File: src/rtl/fprot_pkg.sv
// Package: shared request encoding for the flash region guard.
// Assumes: requests are classified by a 2-bit kind code driven by the sequencer.
package fprot_pkg;

    typedef enum logic [1:0] {
        REQ_BYTE_PROG  = 2'b00,
        REQ_PAGE_ERASE = 2'b01,
        REQ_MASS_ERASE = 2'b10,
        REQ_BURST_PROG = 2'b11
    } req_kind_e;

endpackage

File: src/rtl/fprot_write_filter.sv
// Module: fprot_write_filter
// Decides whether a write may update the protection setting and which value it carries.
// The debug path always wins. A software write passes if the region is open, or if it
// keeps protection active and does not raise the selector (does not shrink the fenced area).
// Assumes: the setting is {selector, open_flag}, with the open flag in the LSB.
module fprot_write_filter #(
    parameter int unsigned SEL_W = 7,
    localparam int unsigned REG_W = SEL_W + 1
) (
    input  logic [REG_W-1:0] cur_value,
    input  logic             sw_en,
    input  logic [REG_W-1:0] sw_data,
    input  logic             dbg_en,
    input  logic [REG_W-1:0] dbg_data,
    output logic             load,
    output logic [REG_W-1:0] next_value
);

    logic             cur_open;
    logic [SEL_W-1:0] cur_sel;
    logic             new_open;
    logic [SEL_W-1:0] new_sel;
    logic             sw_grows;
    logic             sw_ok;

    // Split the current and proposed settings into their fields.
    always_comb begin
        cur_open = cur_value[0];
        cur_sel  = cur_value[REG_W-1:1];
        new_open = sw_data[0];
        new_sel  = sw_data[REG_W-1:1];
    end

    // Software write rule: anything goes when open, otherwise only an equal or lower selector.
    always_comb begin
        sw_grows = !new_open && (new_sel <= cur_sel);
        sw_ok    = sw_en && (cur_open || sw_grows);
    end

    // Choose the winning source; debug has priority over software.
    always_comb begin
        load       = dbg_en || sw_ok;
        next_value = dbg_en ? dbg_data : sw_data;
    end

endmodule

File: src/rtl/fprot_region_check.sv
// Module: fprot_region_check
// Combinational violation check for program and erase requests.
// Address-based kinds compare against the last open address. A whole-array erase is
// refused whenever any protection is active.
// Assumes: the fenced region runs from just above the last open address to the top of memory.
module fprot_region_check
    import fprot_pkg::*;
#(
    parameter int unsigned ADDR_W    = 16,
    parameter int unsigned PAGE_BITS = 9,
    localparam int unsigned SEL_W    = ADDR_W - PAGE_BITS
) (
    input  logic [SEL_W-1:0]  sel,
    input  logic              open_flag,
    input  logic              req_valid,
    input  logic [1:0]        req_kind,
    input  logic [ADDR_W-1:0] req_addr,
    output logic [ADDR_W-1:0] last_open,
    output logic              violation
);

    req_kind_e kind;
    logic      above_fence;

    // Build the boundary address: selector in the upper bits, all-ones page offset.
    always_comb begin
        last_open = {sel, {PAGE_BITS{1'b1}}};
    end

    // Decode the request kind and compare the address with the boundary.
    always_comb begin
        kind        = req_kind_e'(req_kind);
        above_fence = req_addr > last_open;
    end

    // Flag a violation only for a valid request while protection is active.
    always_comb begin
        violation = 1'b0;
        if (req_valid && !open_flag) begin
            if (kind == REQ_MASS_ERASE) begin
                violation = 1'b1;
            end else begin
                violation = above_fence;
            end
        end
    end

endmodule

File: src/rtl/flash_region_guard.sv
// Module: flash_region_guard (top)
// Holds the flash protection setting, loads it from the nonvolatile image during reset,
// filters writes, and reports protection violations for program and erase requests.
// Assumes: synchronous active-low reset held for at least one edge; nv_image is stable
// while reset is asserted.
module flash_region_guard #(
    parameter int unsigned ADDR_W    = 16,
    parameter int unsigned PAGE_BITS = 9,
    localparam int unsigned SEL_W    = ADDR_W - PAGE_BITS,
    localparam int unsigned REG_W    = SEL_W + 1
) (
    input  logic              clk,
    input  logic              rst_n,
    input  logic [REG_W-1:0]  nv_image,
    input  logic              sw_wr_en,
    input  logic [REG_W-1:0]  sw_wr_data,
    input  logic              dbg_wr_en,
    input  logic [REG_W-1:0]  dbg_wr_data,
    input  logic              req_valid,
    input  logic [1:0]        req_kind,
    input  logic [ADDR_W-1:0] req_addr,
    output logic [REG_W-1:0]  prot_value,
    output logic [ADDR_W-1:0] last_open_addr,
    output logic              req_violation
);

    logic [REG_W-1:0] prot_q;
    logic             wr_load;
    logic [REG_W-1:0] wr_value;

    // Write gating: decides whether and what to store this cycle.
    fprot_write_filter #(
        .SEL_W (SEL_W)
    ) i_filter (
        .cur_value  (prot_q),
        .sw_en      (sw_wr_en),
        .sw_data    (sw_wr_data),
        .dbg_en     (dbg_wr_en),
        .dbg_data   (dbg_wr_data),
        .load       (wr_load),
        .next_value (wr_value)
    );

    // Setting register: reload from the nonvolatile image in reset, else take accepted writes.
    always_ff @(posedge clk) begin
        if (!rst_n) begin
            prot_q <= nv_image;
        end else if (wr_load) begin
            prot_q <= wr_value;
        end
    end

    // Request check against the stored setting.
    fprot_region_check #(
        .ADDR_W    (ADDR_W),
        .PAGE_BITS (PAGE_BITS)
    ) i_check (
        .sel       (prot_q[REG_W-1:1]),
        .open_flag (prot_q[0]),
        .req_valid (req_valid),
        .req_kind  (req_kind),
        .req_addr  (req_addr),
        .last_open (last_open_addr),
        .violation (req_violation)
    );

    // Expose the stored setting.
    always_comb begin
        prot_value = prot_q;
    end

endmodule

File: config.mk
export PLATFORM = sky130hd
export DESIGN_NAME = flash_region_guard
export DESIGN_NICKNAME = d
export VERILOG_FILES = /design/src/rtl/fprot_pkg.sv /design/src/rtl/fprot_write_filter.sv /design/src/rtl/fprot_region_check.sv /design/src/rtl/flash_region_guard.sv
export SDC_FILE = /design/constraint.sdc
export NUM_CORES = 1
export LEC_CHECK = 0
export BUFFER_PORTS_ARGS = -buffer_cell sky130_fd_sc_hd__clkbuf_2
export CAP_MARGIN = 20
export CORE_MARGIN = 8
export CORE_UTILIZATION = 30
export DETAILED_ROUTE_END_ITERATION = 8
export GPL_TIMING_DRIVEN = 0
export PLACE_DENSITY_LB_ADDON = 0.25
export SETUP_SLACK_MARGIN = 0.3
export SYNTH_ARGS = -nofsm -noshare
export SYNTH_HDL_FRONTEND = slang
export SYNTH_SLANG_ARGS = --single-unit
export TNS_END_PERCENT = 20
File: constraint.sdc
create_clock -name clk -period 3.8 [get_ports clk]
set_clock_uncertainty 0.1 [all_clocks]
set_input_delay 0.38 -clock clk [delete_from_list [all_inputs] [get_ports clk]]
set_output_delay 0.38 -clock clk [all_outputs]
set_load 0.005 [all_outputs]
==> run_summary.xml <==
<?xml version="1.0" encoding="UTF-8"?>
<metrics>
  <group name="setup_path">
    <metric name="worst_path_largest_cell_delay" unit="ns">0.66</metric>
    <metric name="critPathTopFamily" unit="">compound AO/OA/AOI/OAI gates</metric>
    <metric name="reg2reg_from" unit="">prot_value[3]</metric>
    <metric name="reg2reg_depth" unit="">6</metric>
    <metric name="critical_path.n_buffers_inverters" unit="">1</metric>
    <metric name="critPathCaptureType" unit="">flip-flop</metric>
    <metric name="startpoint_of_the_worst_setup_timing_path" unit="">prot_value[3]</metric>
    <metric name="cell_breakdown_of_the_critical_path" unit="">inv_1, ha_1, a21oi_1, a21oi_1, or3_1, a32oi_1</metric>
    <metric name="critical_path.slowest_cell" unit="">sky130_fd_sc_hd__a32oi_1</metric>
    <metric name="critPathArrivalTime" unit="ns">2.27</metric>
    <metric name="regToRegSetupSlack" unit="ns">1.31</metric>
    <metric name="worstPathMaxFanout" unit="">8</metric>
    <metric name="crit_cells" unit="">6</metric>
    <metric name="cp_common_cell" unit="">sky130_fd_sc_hd__a21oi_1</metric>
    <metric name="cp-start-kind" unit="">flip-flop</metric>
    <metric name="critical_path.reg2reg.endpoint" unit="">prot_value[4]</metric>
    <metric name="worstSetupPathType" unit="">reg2reg</metric>
    <metric name="crit_end" unit="">prot_value[4]</metric>
    <metric name="crit_required" unit="ns">3.57</metric>
  </group>
  <group name="timing">
    <metric name="setup_violations" unit="">0</metric>
    <metric name="worstMarginPinSlew" unit="ns">0.887</metric>
    <metric name="rsz0062_at_grt" unit="">false</metric>
    <metric name="post-route-period-util" unit="%">65.6</metric>
    <metric name="maxSlewViolCount" unit="">0</metric>
    <metric name="max-slew-margin-rel" unit="%">40.9</metric>
    <metric name="final_hold_viol_count" unit="">0</metric>
    <metric name="finalCriticalPeriod" unit="ns">2.49</metric>
    <metric name="postLayoutSetupSlackWorst" unit="ns">1.31</metric>
    <metric name="setup_tns" unit="ns">0</metric>
    <metric name="timing.fmax" unit="MHz">401</metric>
  </group>
  <group name="hold_path">
    <metric name="hold_path_class" unit="">in2reg</metric>
    <metric name="min-delay-start" unit="">nv_image[1]</metric>
  </group>
  <group name="detailed_routing">
    <metric name="wire_length_after_detailed_routing" unit="um">2730</metric>
    <metric name="post_drt_wl_per_cell" unit="um">13.0</metric>
    <metric name="initialDrtViolationCount" unit="">19</metric>
    <metric name="antenna_violating_nets_post_route" unit="">0</metric>
    <metric name="detail_route.vias_per_cell" unit="">4.58</metric>
    <metric name="vias" unit="">962</metric>
    <metric name="drt_pass1_iterations" unit="">4</metric>
    <metric name="post-route-drc-count" unit="">0</metric>
  </group>
  <group name="floorplan">
    <metric name="die_height" unit="um">71.4</metric>
    <metric name="initial_utilization" unit="%">31.0</metric>
    <metric name="dieWidth" unit="um">71.4</metric>
    <metric name="fp.coreArea" unit="um^2">2980</metric>
    <metric name="top_level_ports" unit="">72</metric>
    <metric name="rows" unit="">20</metric>
    <metric name="die_area" unit="um^2">5100</metric>
  </group>
  <group name="clocking">
    <metric name="clock_sinks" unit="">8</metric>
    <metric name="ctsHoldBuffers" unit="">0</metric>
    <metric name="worst_setup_hold_path_clk_slew" unit="ns">0.05</metric>
    <metric name="cts_buffers" unit="">3</metric>
    <metric name="post_cts_buffers" unit="">0</metric>
    <metric name="cts.htree.levels" unit="">1</metric>
    <metric name="clock_tree_from_tritoncts" unit="">done</metric>
    <metric name="cts_max_path_buffers" unit="">2</metric>
    <metric name="clk_root_buffer_cell" unit="">sky130_fd_sc_hd__clkbuf_4</metric>
    <metric name="clock_latency" unit="ns">0.25</metric>
    <metric name="cts-resized-gates" unit="">0</metric>
  </group>
  <group name="layout">
    <metric name="post_layout_nonfiller_instances" unit="">210</metric>
    <metric name="growth_of_design_area_from_synthesis_to_finish" unit="%">42.7</metric>
    <metric name="antenna_cells" unit="">0</metric>
    <metric name="post_route_cells_drive_above_1_share" unit="%">46.9</metric>
    <metric name="multi_input_comb_area" unit="um^2">533</metric>
    <metric name="fillerInstances" unit="">319</metric>
    <metric name="sequential_cell_area" unit="um^2">240</metric>
    <metric name="nNetsFinal" unit="">240</metric>
    <metric name="largest_reg_flops" unit="">8</metric>
  </group>
  <group name="synth">
    <metric name="synth.lib_cells_used.distinct" unit="">24</metric>
    <metric name="seq_area_frac_synth" unit="%">26.1</metric>
    <metric name="yosysWarningCount" unit="">0</metric>
    <metric name="syn-instance-count" unit="">106</metric>
    <metric name="ys_ff_latch" unit="">8</metric>
    <metric name="syn-cell-area" unit="um^2">922</metric>
    <metric name="synth.avg_cell_area" unit="um^2">8.70</metric>
    <metric name="portion_of_synthesized_cell_area_occupied_by_the_leading_cell_type" unit="%">26.1</metric>
    <metric name="post-synth-top-area-cell" unit="">sky130_fd_sc_hd__edfxtp_1</metric>
    <metric name="yosys-top-cells-area" unit="">sky130_fd_sc_hd__edfxtp_1 (26%), sky130_fd_sc_hd__ha_1 (19%), sky130_fd_sc_hd__buf_4 (14%)</metric>
  </group>
  <group name="power">
    <metric name="totalPowerFinal" unit="mW">0.321</metric>
    <metric name="power.density" unit="nW/um^2">244</metric>
    <metric name="clkPwrFrac" unit="%">19.9</metric>
    <metric name="pwr-share-comb" unit="%">43.4</metric>
    <metric name="sequential_share_of_power" unit="%">36.7</metric>
    <metric name="vdd.ir_drop.worst" unit="mV">0.0916</metric>
    <metric name="leakagePower" unit="nW">0.738</metric>
    <metric name="cell_internal_pwr" unit="mW">0.222</metric>
    <metric name="net-switching-power" unit="mW">0.0992</metric>
    <metric name="power.switching_fraction" unit="%">30.9</metric>
  </group>
  <group name="placement">
    <metric name="buffer_ports.inserted" unit="">60</metric>
    <metric name="dp.final_hpwl" unit="um">2440</metric>
    <metric name="place.detailed.instances" unit="">207</metric>
    <metric name="detailedPlace.worstSlack" unit="ns">1.23</metric>
    <metric name="gp_routability_congestion" unit="">0.800</metric>
  </group>
  <group name="grt">
    <metric name="grt_pass1_vias" unit="">1029</metric>
    <metric name="grt_antenna_before_repair" unit="">0</metric>
    <metric name="grtUsageTotal" unit="%">10.7</metric>
    <metric name="globalRoute.totalOverflow" unit="">0</metric>
    <metric name="global_route_wire_length_before_repair" unit="um">4530</metric>
    <metric name="grt_max_degree" unit="">11</metric>
  </group>
  <group name="outcome">
    <metric name="run_status" unit="">complete, no violations</metric>
  </group>
  <group name="flow_run">
    <metric name="maxCapViolCount" unit="">0</metric>
  </group>
</metrics>
-- synthesized netlist by cell type --
cell type / instances
sky130_fd_sc_hd__nor4_1: 1
sky130_fd_sc_hd__edfxtp_1: 8
sky130_fd_sc_hd__a21oi_1: 12
sky130_fd_sc_hd__buf_4: 17
sky130_fd_sc_hd__or3_1: 1
sky130_fd_sc_hd__nor4b_1: 1
sky130_fd_sc_hd__clkbuf_1: 1
sky130_fd_sc_hd__nor2b_1: 1
sky130_fd_sc_hd__nand4_1: 5
sky130_fd_sc_hd__nand2_1: 1
sky130_fd_sc_hd__ha_1: 14
sky130_fd_sc_hd__inv_1: 10
sky130_fd_sc_hd__nor4bb_1: 1
sky130_fd_sc_hd__a32oi_1: 1
sky130_fd_sc_hd__nor3_1: 1
sky130_fd_sc_hd__a211oi_2: 1
sky130_fd_sc_hd__o21ai_0: 3
sky130_fd_sc_hd__nand3b_1: 1
sky130_fd_sc_hd__mux2i_1: 8
sky130_fd_sc_hd__buf_2: 2
sky130_fd_sc_hd__nor2_1: 12
sky130_fd_sc_hd__a211oi_1: 1
sky130_fd_sc_hd__conb_1: 1
sky130_fd_sc_hd__nand3_1: 2
-- layer usage --
metal  up-vias  global-route usage [%]  wire (um)
li1        495                       -          -
met1       431                    9.68        915
met2        34                    19.8       1450
met3         2                    4.74        325
met4         0                    5.08         34
met5         -                       0          0
-- final cells by class --
type,count,share of cell area (%)
Multi-Input combinational cell,76,40.5
Buffer,20,10.7
Sequential cell,8,18.3
Inverter,10,2.85
Clock buffer,3,1.71
Tap cell,33,3.14
Timing Repair Buffer,60,22.8
-- worst min-delay path, stage by stage --
cell and delay, ns:
sky130_fd_sc_hd__clkbuf_2 0.08, sky130_fd_sc_hd__nor2_1 0.03, sky130_fd_sc_hd__a21oi_1 0.09
-- stage by stage --
stage | utilization [%] | hold slack, ns | cell area [um^2]
floorplan | - | 0.506 | 952
global placement | 43.4 | 0.598 | 1290
detailed placement | 43.4 | 0.609 | 1290
CTS | 44.2 | 0.346 | 1320
global route | 44.2 | 0.339 | 1320
finish | 44.2 | 0.352 | 1320
-- cell usage in the layout, fill, tap and decap left out, drive strengths merged, types with 3 or more instances in the layout --
cell     n
ha      14
mux2i    8
o21ai    3
nand4    5
buf     19
conb     9
inv     10
a21oi   12
nor2    12
clkbuf  64
edfxtp   8
-- how the worst min path moves through the flow --
stage,end,slack [ns],depth (start not counted)
after floorplan,prot_value[0],0.51,2
after global placement,prot_value[7],0.60,3
after detailed placement,prot_value[2],0.61,3
after CTS,prot_value[1],0.35,3
after global routing,prot_value[1],0.34,3
final,prot_value[1],0.35,3
-- cells by family (layout without fill, tap and decap cells) --
logic type	after synthesis	in the layout	share of synthesized area, %
and+or+nand+nor	27	27	15.2
buffers and inverters	30	93	19.4
adders and majority gates	14	14	19.0
other	1	9	0.407
muxes	8	8	8.68
AOI/OAI and AO/OA	18	18	11.3
DFF	8	8	26.1
-- power by group through the flow --
stage / Combinational, mW / Sequential, mW / Clock [mW]
6_report: 0.139 / 0.118 / 0.0637
5_1_grt: 0.157 / 0.120 / 0.0726
4_1_cts: 0.142 / 0.118 / 0.0668
3_5_place_dp: 0.141 / 0.120 / 0
3_3_place_gp: 0.136 / 0.120 / 0
2_1_floorplan: 0.0815 / 0.119 / 0
(Power assumes the default switching activity.)
